File: src/rtl/dic_pkg.sv
package dic_pkg;
  localparam int REG_W  = 8;
  localparam int NSRC   = 4;

  // field positions within the control register
  localparam int B_POL  = 7;
  localparam int B_RWU  = 6;
  localparam int B_IES  = 5;
  localparam int B_IEB  = 4;
  localparam int B_SRST = 3;
  localparam int B_MODE = 2;
  localparam int B_GIE  = 1;
  localparam int B_RSV  = 0;

  // event source slots
  localparam int S_XFER = 0;
  localparam int S_SOF  = 1;
  localparam int S_BRST = 2;
  localparam int S_SUSP = 3;

  // bits that firmware may write
  function automatic logic [REG_W-1:0] writable_mask();
    logic [REG_W-1:0] m;
    m = '1;
    m[B_RSV] = 1'b0;
    return m;
  endfunction

  // per-source enable derived from register fields
  function automatic logic [NSRC-1:0] src_enables(logic [REG_W-1:0] r);
    logic [NSRC-1:0] e;
    e = '1;
    e[S_BRST] = r[B_IEB];
    e[S_SUSP] = r[B_IES];
    return e;
  endfunction

  // physical pin level from logical activity and polarity
  function automatic logic pin_level(logic active, logic pol);
    return active ? pol : ~pol;
  endfunction
endpackage

File: src/rtl/dic_ctrl_reg.sv
module dic_ctrl_reg
  import dic_pkg::*;
(
  input  logic             clk,
  input  logic             rst_n,
  input  logic             wr_en,
  input  logic [REG_W-1:0] wr_data,
  input  logic             suspended,
  output logic [REG_W-1:0] ctrl_q,
  output logic             wake_req,
  output logic             wake_done
);
  localparam logic [REG_W-1:0] WMASK    = writable_mask();
  localparam logic [REG_W-1:0] SRST_BIT = REG_W'(1) << B_SRST;

  logic [REG_W-1:0] ctrl_d;
  logic             pend_q;
  logic             wake_arm;

  assign wake_arm  = wr_en & suspended & wr_data[B_SRST];
  assign wake_done = pend_q & ~suspended;
  assign wake_req  = pend_q;

  always_comb begin
    ctrl_d = ctrl_q;
    if (wr_en) begin
      if (suspended)
        ctrl_d = (wr_data & WMASK & ~SRST_BIT) | (ctrl_q & SRST_BIT);
      else
        ctrl_d = wr_data & WMASK;
    end
    if (wake_done)
      ctrl_d[B_SRST] = 1'b1;
  end

  always_ff @(posedge clk or negedge rst_n) begin
    if (!rst_n) begin
      ctrl_q <= '0;
      pend_q <= 1'b0;
    end else begin
      ctrl_q <= ctrl_d;
      if (wake_arm)
        pend_q <= 1'b1;
      else if (wake_done)
        pend_q <= 1'b0;
    end
  end
endmodule

File: src/rtl/dic_src_gate.sv
module dic_src_gate #(
  parameter int NSRC = 4
) (
  input  logic [NSRC-1:0] src_evt,
  input  logic [NSRC-1:0] src_en,
  input  logic            gie,
  output logic            irq_cond
);
  logic [NSRC-1:0] hit;

  for (genvar i = 0; i < NSRC; i++) begin : g_src
    assign hit[i] = src_evt[i] & src_en[i];
  end

  assign irq_cond = gie & (|hit);
endmodule

File: src/rtl/dic_irq_gen.sv
module dic_irq_gen #(
  parameter int PULSE_CYCLES = 2
) (
  input  logic clk,
  input  logic rst_n,
  input  logic irq_cond,
  input  logic pulse_mode,
  output logic cond_rise,
  output logic irq_active
);
  localparam int CW = (PULSE_CYCLES < 2) ? 1 : $clog2(PULSE_CYCLES + 1);
  localparam logic [CW-1:0] LOAD = CW'(PULSE_CYCLES);

  logic          cond_q;
  logic [CW-1:0] cnt_q;

  assign cond_rise = irq_cond & ~cond_q;

  always_ff @(posedge clk or negedge rst_n) begin
    if (!rst_n) begin
      cond_q <= 1'b0;
      cnt_q  <= '0;
    end else begin
      cond_q <= irq_cond;
      if (cond_rise)
        cnt_q <= LOAD;
      else if (cnt_q != '0)
        cnt_q <= cnt_q - 1'b1;
    end
  end

  assign irq_active = pulse_mode ? (cnt_q != '0) : irq_cond;
endmodule

File: src/rtl/dev_irq_ctrl.sv
module dev_irq_ctrl
  import dic_pkg::*;
#(
  parameter int PULSE_CYCLES = 2
) (
  input  logic       clk,
  input  logic       rst_n,
  input  logic       wr_en,
  input  logic [7:0] wr_data,
  output logic [7:0] rd_data,
  input  logic       ev_xfer,
  input  logic       ev_sof,
  input  logic       ev_bus_reset,
  input  logic       ev_suspend,
  input  logic       suspended,
  output logic       irq_pin,
  output logic       soft_rst,
  output logic       wake_req
);
  logic [REG_W-1:0] ctrl;
  logic [NSRC-1:0]  src_evt;
  logic             irq_cond;
  logic             cond_rise;
  logic             irq_active;
  logic             wake_done;

  dic_ctrl_reg u_reg (
    .clk       (clk),
    .rst_n     (rst_n),
    .wr_en     (wr_en),
    .wr_data   (wr_data),
    .suspended (suspended),
    .ctrl_q    (ctrl),
    .wake_req  (wake_req),
    .wake_done (wake_done)
  );

  always_comb begin
    src_evt         = '0;
    src_evt[S_XFER] = ev_xfer;
    src_evt[S_SOF]  = ev_sof;
    src_evt[S_BRST] = ev_bus_reset;
    src_evt[S_SUSP] = ev_suspend;
  end

  dic_src_gate #(.NSRC(NSRC)) u_gate (
    .src_evt  (src_evt),
    .src_en   (src_enables(ctrl)),
    .gie      (ctrl[B_GIE]),
    .irq_cond (irq_cond)
  );

  dic_irq_gen #(.PULSE_CYCLES(PULSE_CYCLES)) u_gen (
    .clk        (clk),
    .rst_n      (rst_n),
    .irq_cond   (irq_cond),
    .pulse_mode (ctrl[B_MODE]),
    .cond_rise  (cond_rise),
    .irq_active (irq_active)
  );

  assign irq_pin  = pin_level(irq_active, ctrl[B_POL]);
  assign soft_rst = ctrl[B_SRST];
  assign rd_data  = ctrl;
endmodule

File: config.mk
export PLATFORM = sky130hd
export DESIGN_NAME = dev_irq_ctrl
export DESIGN_NICKNAME = d
export VERILOG_FILES = /design/src/rtl/dic_pkg.sv /design/src/rtl/dic_ctrl_reg.sv /design/src/rtl/dic_src_gate.sv /design/src/rtl/dic_irq_gen.sv /design/src/rtl/dev_irq_ctrl.sv
export SDC_FILE = /design/constraint.sdc
export NUM_CORES = 1
export LEC_CHECK = 0
export BUFFER_PORTS_ARGS = -buffer_cell sky130_fd_sc_hd__buf_2
export CAP_MARGIN = 20
export CORE_MARGIN = 3
export CORE_UTILIZATION = 23
export DETAILED_ROUTE_END_ITERATION = 12
export PLACE_DENSITY = 0.57
export SYNTH_ARGS = -nofsm -noshare
export SYNTH_HDL_FRONTEND = slang
export SYNTH_HIERARCHICAL = 1
export SYNTH_SLANG_ARGS = --single-unit
File: constraint.sdc
create_clock -name clk -period 1.7 [get_ports clk]
set_input_delay 0.17 -clock clk [delete_from_list [all_inputs] [get_ports clk]]
set_output_delay 0.17 -clock clk [all_outputs]
set_load 0.005 [all_outputs]
## Word-level counts from Yosys, hierarchy flattened

Index checks and enable logic that the tools add are counted.

- Memory bits (read-only): 0
- Output and inout port bits: 11
- Memory bits (writable): 0
- Bits of input ports: 16
- Memories kept: 0
- Bits in latches: 0
- Flip-flop bits (word level): 12

- Reduce and logical (&&, ||, !) cells: 5
- Bitwise gates (word level): 11
- Divide/modulo/power cells: 0
- $add $sub $neg: 1
- Shift operators: 0
- $mul: 0
- Order comparisons: 0
- Mux-type cells: 9
- Equal/unequal tests: 0

Operators by type and width:

| operator | number |
|---|---|
| 8-bit 2-to-1 mux | 1 |
| 8-bit by 4-bit OR with 8-bit output | 1 |
| 2-bit nonzero test | 4 |
| 1-bit AND | 7 |
| 1-bit 2-to-1 mux | 5 |
| 2-bit 2-to-1 mux | 2 |
| 4-bit 2-to-1 mux | 1 |
| 4-bit OR reduction | 1 |
| 1-bit NOT | 3 |
| 2-bit by 1-bit subtractor with 2-bit output, second input constant | 1 |

## Longest topological paths before layout

Gate-level depths: netlist of run 1.

- Word-level depth: 5
- Gate-level depth with buffers: 5
- Depth with buffers taken out: 5

## Hierarchy

Netlist of run 1, hierarchy kept.

Modules (own cells, without submodules):

| module | area each (µm²) | cells each | instances |
|---|---|---|---|
| dic_ctrl_reg | 375.4 | 24 | 1 |
| dic_irq_gen | 142.6 | 13 | 1 |
| dic_src_gate | 22.5 | 3 | 1 |
| dev_irq_ctrl | 20.0 | 3 | 1 |

## Least setup slack after synthesis of run 1

No wires, ideal clock.

- Kind: flip-flop to output port
- Start: register u_reg.ctrl_q[4]
- End: output irq_pin
- Stages on the path, launching flop included: 6
- Arrival: 0.978 ns
- Data required time: 1.530 ns
- Buffers on the path: 0
- Setup slack: 0.552 ns
- Cells stage by stage: dfrtp_1 a22oi_1 a21boi_1 nor2_1 a21oi_1 xnor2_1

- Longest elaborated chain between the ends: 5

RTL lines:

| element | RTL line | RTL |
|---|---|---|
| from (decl) | dic_ctrl_reg.sv:9 | `output logic [REG_W-1:0] ctrl_q,` |
| from (signal assigned) | dic_ctrl_reg.sv:41 | `ctrl_q <= ctrl_d;` |
| 1-bit AND | dic_src_gate.sv:12 | `assign hit[i] = src_evt[i] & src_en[i];` |
| 4-bit OR reduction | dic_src_gate.sv:15 | `assign irq_cond = gie & (\|hit);` |
| 1-bit AND | dic_src_gate.sv:15 |  |
| via irq_cond | dev_irq_ctrl.sv:22 | `logic irq_cond;` |
| 1-bit 2-to-1 mux | dic_irq_gen.sv:32 | `assign irq_active = pulse_mode ? (cnt_q != '0) : irq_cond;` |
| via irq_active | dev_irq_ctrl.sv:24 | `logic irq_active;` |
| 1-bit 2-to-1 mux | dic_pkg.sv:40 | `return active ? pol : ~pol;` |
| to (decl) | dev_irq_ctrl.sv:16 | `output logic irq_pin,` |

The timed path passes the listed nets, and every way through them passes these cells.

## Worst setup path after layout of run 1

Same ends and word-level chain as after synthesis.

==> results.sh, run 1 <==
export IMPL_fin_nets=87
export IMPL_r2r_setup_slack_ns=0.48
export IMPL_wire_per_inst_um=11.2
export IMPL_clockBufferDepth=2
export IMPL_fp_dieH_um=55.1
export IMPL_routabilityCongestion=0.580
export IMPL_finalHoldViolations=0
export IMPL_crit_path_cell_trace="a22oi_1 -> a21boi_2 -> nor2_1 -> a21oi_1 -> xnor2_1 -> buf_2"
export IMPL_clk_pin_slew_ns=0.06
export IMPL_grt_usage_pct=7.89
export IMPL_rows=17
export IMPL_maxCapViolations=0
export IMPL_critical_path_max_stage_delay_ns=0.39
export IMPL_power_density_mw_per_mm2=1030
export IMPL_met3_usage_pct=2.41
export IMPL_area_delta_synth_final_pct=31.2
export IMPL_r2r_end="u_gen/cnt_q[1]"
export IMPL_grt_max_degree=12
export IMPL_die_w_um=55.1
export IMPL_r2r_cells=4
export IMPL_antenna_found_initial=0
export IMPL_critPathCapture="irq_pin"
export IMPL_syn_area_per_cell_um2=13.2
export IMPL_numCtsBuffers=3
export IMPL_outcome="finished clean"
export IMPL_peakVddDrop_mv=0.308
export IMPL_setup_slack_ns=0.124
export IMPL_grt_busiest_layer="met2"
export IMPL_dr_pass1_iters=2
export IMPL_hold_start="wr_data[5]"
export IMPL_drt_total_wl_um=1080
export IMPL_cp_depth=6
export IMPL_die_area_mm2=0.00303
export IMPL_gr_usage_met2_pct=12.6
export IMPL_cts_tree="built"
export IMPL_final_cell_mix="buf_2, dfrtp_1, mux2_4"
export IMPL_ctsRootBufferMaster="clkbuf_4"
export IMPL_postRouteAntennaNets=0
export IMPL_port_buffers=24
export IMPL_start_util_pct=24.6
export IMPL_r2r_start="u_reg/ctrl_q[4]"
export IMPL_crit_path_start="u_reg/ctrl_q[4]"
export IMPL_vias=388
export IMPL_post_cts_buffers=0
export IMPL_fmax_mhz=635
export IMPL_grt_met1_usage_pct=10.1
export IMPL_antenna_cells=0
export IMPL_drt_first_iter_violations=1
export IMPL_critPathMaxFanout=3
export IMPL_ios=27
export IMPL_clock_latency_ns=0.26
export IMPL_crit_arrival_ns=1.41
export IMPL_via_per_inst=4.00
export IMPL_hold_path_class="in -> reg"
export IMPL_final_fill_count=249
export IMPL_worstSetupPathType="reg -> out"
export IMPL_drive_above_1_share_pct=53.6
export IMPL_slew_violations=0
export IMPL_critPathTopFamily="flip-flops"
export IMPL_endpoint_kind="primary output"
export IMPL_critPathLaunchType="flip-flop"
export IMPL_crit_buf_inv=1
export IMPL_htreeDepth=1
export IMPL_finClkSkew_ns=0.00205
export IMPL_final_common_cell="buf_2"
export IMPL_drc_errors=0
export IMPL_syn_cell_area_um2=554
export IMPL_grt_pass1_vias=387
export IMPL_core_mm2=0.00225
export IMPL_finalSetupViolCount=0
export IMPL_grt_overflow_total=0
export IMPL_synthCells=42
export IMPL_yosys_warnings=6
export IMPL_numClockSinks=11
export IMPL_critPathSlowestCell="dfrtp_1"
export IMPL_post_route_period_util_pct=92.7
export IMPL_fin_crit_ns=1.58
export IMPL_grt_pass1_wl_um=1660
export IMPL_tns_ns=0
export IMPL_critPathRequiredTime_ns=1.53
export IMPL_dp_hpwl_um=886
export IMPL_leakage_nw=0.374
export IMPL_dpl_worst_slack_ns=0.389
worst min-delay path by stage:
stage                 endpoint  slack [ns]  cells past startpoint
2_1_floorplan   u_gen/cnt_q[0]       -0.13                      0
3_3_place_gp   u_reg/ctrl_q[2]        0.05                      1
3_5_place_dp      u_gen/cond_q        0.05                      1
4_1_cts        u_reg/ctrl_q[5]        0.13                      2
5_1_grt        u_reg/ctrl_q[5]        0.13                      2
6_report       u_reg/ctrl_q[5]        0.14                      2
report_power, final:
group	internal (mW)	total, mW	switching (mW)
clock network	0.0906	0.170	0.0792
logic	0.128	0.232	0.104
registers	0.311	0.345	0.0337
total	0.529	0.747	0.217
repair_timing:
action                                  CTS  global route
gates resized for setup                   0             1
endpoints found under the hold margin    11             0
endpoints found under the setup margin    0             1
hold buffers                              1             0
through the flow:
step | hold slack, ns | total power, mW | cell area (um^2) | instances | util (%)
2_1_floorplan | -0.126 | 0.507 | 558 | 43 | -
3_3_place_gp | 0.0527 | 0.570 | 687 | 92 | 30.5
3_5_place_dp | 0.0538 | 0.582 | 687 | 92 | 30.5
4_1_cts | 0.126 | 0.764 | 723 | 97 | 32.1
5_1_grt | 0.129 | 0.813 | 727 | 97 | 32.2
6_report | 0.138 | 0.747 | 727 | 97 | 32.2
worst register-to-register path: cells and delay by family, from the launching register on:
family | cells | cell delay, ns
AOI/OAI and AO/OA | 3 | 0.58
DFF | 1 | 0.39
and+or+nand+nor | 1 | 0.14
metal layers:
layer  vias to the layer above  share of wire (%)
li1                        191                  -
met1                       182                 46
met3                         0                7.2
met2                        15                 47
met4                         0                  0
met5                         -                  0
flip-flops by register name, summed over array words and instances (netlist names):
name            count
u_reg/ctrl_q        7
u_gen/cnt_q         2
u_gen/cond_q        1
u_reg/wake_req      1
final cells by class:
cell class                      instances  area (um^2)  area share (%)
Timing Repair Buffer                   25          130            17.9
Tap cell                               28         35.0            4.82
Multi-Input combinational cell         27          253            34.8
Inverter                                2         7.51            1.03
Sequential cell                        11          275            37.9
Clock buffer                            4         26.3            3.61
Note: power is estimated with default switching activity, not from simulation.
==> run 2, diff against run 1 <==
- CORE_MARGIN: 3 -> unset
- CTS_CLUSTER_SIZE: unset -> 20
==> run 2 against run 1 <==
Clock skew fell by 0.00078 ns. Sequential share of layout area shrank 0.83 points. Fmax grew 1.5%. Worst setup slack improved by 0.023 ns. Critical path depth unchanged. Die area is 14% lower. Worst hold slack worse by 0.0033 ns. Count of clock-buffer cells in the layout did not move. Sequential power hardly changed. Combinational power about the same. Via count is 0.52% lower. Non-clock buffer count rose by 1.
==> results.sh, run 2 (synthesis results as in run 1) <==
export IMPL_die_w_um=51.1
export IMPL_outcome="finished clean"
export IMPL_dr_pass1_iters=3
export IMPL_grt_max_degree=12
export IMPL_area_delta_synth_final_pct=34.1
export IMPL_critPathMaxFanout=3
export IMPL_r2r_start="u_reg/ctrl_q[4]"
export IMPL_finalSetupViolCount=0
export IMPL_clk_pin_slew_ns=0.07
export IMPL_grt_pass1_wl_um=1460
export IMPL_maxCapViolations=0
export IMPL_rows=17
export IMPL_postRouteAntennaNets=0
export IMPL_fp_dieH_um=51.1
export IMPL_cts_tree="built"
export IMPL_via_per_inst=3.94
export IMPL_critPathTopFamily="flip-flops"
export IMPL_critPathSlowestCell="dfrtp_1"
export IMPL_drt_first_iter_violations=7
export IMPL_port_buffers=24
export IMPL_routabilityCongestion=0.594
export IMPL_start_util_pct=24.8
export IMPL_final_common_cell="buf_2"
export IMPL_crit_path_cell_trace="a22oi_2 -> a21boi_2 -> nor2_1 -> a21oi_2 -> xnor2_1 -> buf_2"
export IMPL_rsz0062_at_grt="false"
export IMPL_htreeDepth=1
export IMPL_hold_start="wr_data[5]"
export IMPL_power_density_mw_per_mm2=1010
export IMPL_clockBufferDepth=2
export IMPL_drc_errors=0
export IMPL_critPathRequiredTime_ns=1.53
export IMPL_crit_buf_inv=1
export IMPL_antenna_found_initial=0
export IMPL_largest_register_ffs=7
export IMPL_dp_hpwl_um=692
export IMPL_numCtsBuffers=3
export IMPL_finalHoldViolations=0
export IMPL_crit_path_start="u_reg/ctrl_q[4]"
export IMPL_ios=27
export IMPL_grt_usage_pct=7.60
export IMPL_drt_total_wl_um=940
export IMPL_core_mm2=0.00223
export IMPL_critPathLaunchType="flip-flop"
export IMPL_tns_ns=0
export IMPL_grt_pass1_vias=359
export IMPL_worstSetupPathType="reg -> out"
export IMPL_slew_violations=0
export IMPL_fin_nets=88
export IMPL_fin_crit_ns=1.55
export IMPL_vias=386
export IMPL_finClkSkew_ns=0.00127
export IMPL_die_area_mm2=0.00261
export IMPL_wire_per_inst_um=9.59
export IMPL_grt_overflow_total=0
export IMPL_final_cell_mix="buf_2, dfrtp_1, mux2_4"
export IMPL_numClockSinks=11
export IMPL_final_fill_count=232
export IMPL_hold_path_class="in -> reg"
export IMPL_r2r_setup_slack_ns=0.52
export IMPL_drive_above_1_share_pct=57.1
export IMPL_holdWs_ns=0.135
export IMPL_fmax_mhz=644
export IMPL_critical_path_max_stage_delay_ns=0.40
export IMPL_leakage_nw=0.379
export IMPL_utilization_pct=33.3
export IMPL_crit_arrival_ns=1.38
export IMPL_peakVddDrop_mv=0.417
export IMPL_top_register="u_reg/ctrl_q"
export IMPL_endpoint_kind="primary output"
export IMPL_antenna_cells=0
export IMPL_clock_latency_ns=0.26
export IMPL_post_route_period_util_pct=91.4
export IMPL_reg_top3="u_reg/ctrl_q: 7 flops, u_gen/cnt_q: 2 flops"
export IMPL_ctsRootBufferMaster="clkbuf_4"
run 2: cell types whose count changed in the layout (fill, tap and decap cells not counted), sizes merged:
cell	delta
buf	+1
run 2: final timing paths:
check | endpoint | cells past startpoint
worst max-delay path | irq_pin | 6
worst min-delay path | u_reg/ctrl_q[5] | 2
worst max register to register | u_gen/cnt_q[1] | 4
worst min register to register | u_gen/cnt_q[1] | 1
max in group asynchronous | u_reg/ctrl_q[7] | 2
min in group asynchronous | u_reg/ctrl_q[3] | 2
run 2: worst register-to-register path, cell delays in order, from the launching register on:
cell	delay, ns
dfrtp_1	0.40
a22oi_2	0.19
a21boi_2	0.10
nor2b_4	0.14
a211o_1	0.25
run 2: repair_timing:
item / 4_1_cts / 5_1_grt
hold buffers: 1 / 0
buffers inserted: 0 / 1
resized for setup: 0 / 3
setup endpoints to repair: 0 / 1
hold endpoints to repair: 11 / 0
run 2: area by class of cell:
type | instances | area (um^2) | share of cell area (%)
repair buffers | 26 | 138 | 18.5
inverters | 2 | 7.51 | 1.01
clock buffers | 4 | 26.3 | 3.54
well taps | 28 | 35.0 | 4.71
multi-input cells | 27 | 262 | 35.2
flip-flops and latches | 11 | 275 | 37.0
run 2: per-stage QoR:
step / total power, mW / instances / setup WS [ns] / cell area, um^2
CTS: 0.757 / 97 / 0.0230 / 723
floorplan: 0.507 / 43 / 0.552 / 558
detailed placement: 0.576 / 92 / 0.334 / 687
global placement: 0.568 / 92 / 0.346 / 687
global route: 0.816 / 98 / 0.000567 / 743
finish: 0.751 / 98 / 0.147 / 743
run 2: layer usage:
layer | up-vias | track usage, % | wire length (um) | share of wire [%]
met5 | - | 0 | 0 | 0
met4 | 0 | 4.17 | 0 | 0
met3 | 0 | 1.79 | 45 | 4.8
met2 | 16 | 11.8 | 444 | 47
met1 | 175 | 9.59 | 450 | 48
li1 | 195 | - | - | -
run 2: power breakdown:
| group | internal, mW | leakage, nW | total (mW) | switching, mW |
|---|---|---|---|---|
| clock network | 0.0907 | 0.0150 | 0.171 | 0.0802 |
| registers | 0.311 | 0.130 | 0.345 | 0.0343 |
| logic | 0.134 | 0.234 | 0.235 | 0.101 |
| total | 0.535 | 0.379 | 0.751 | 0.216 |
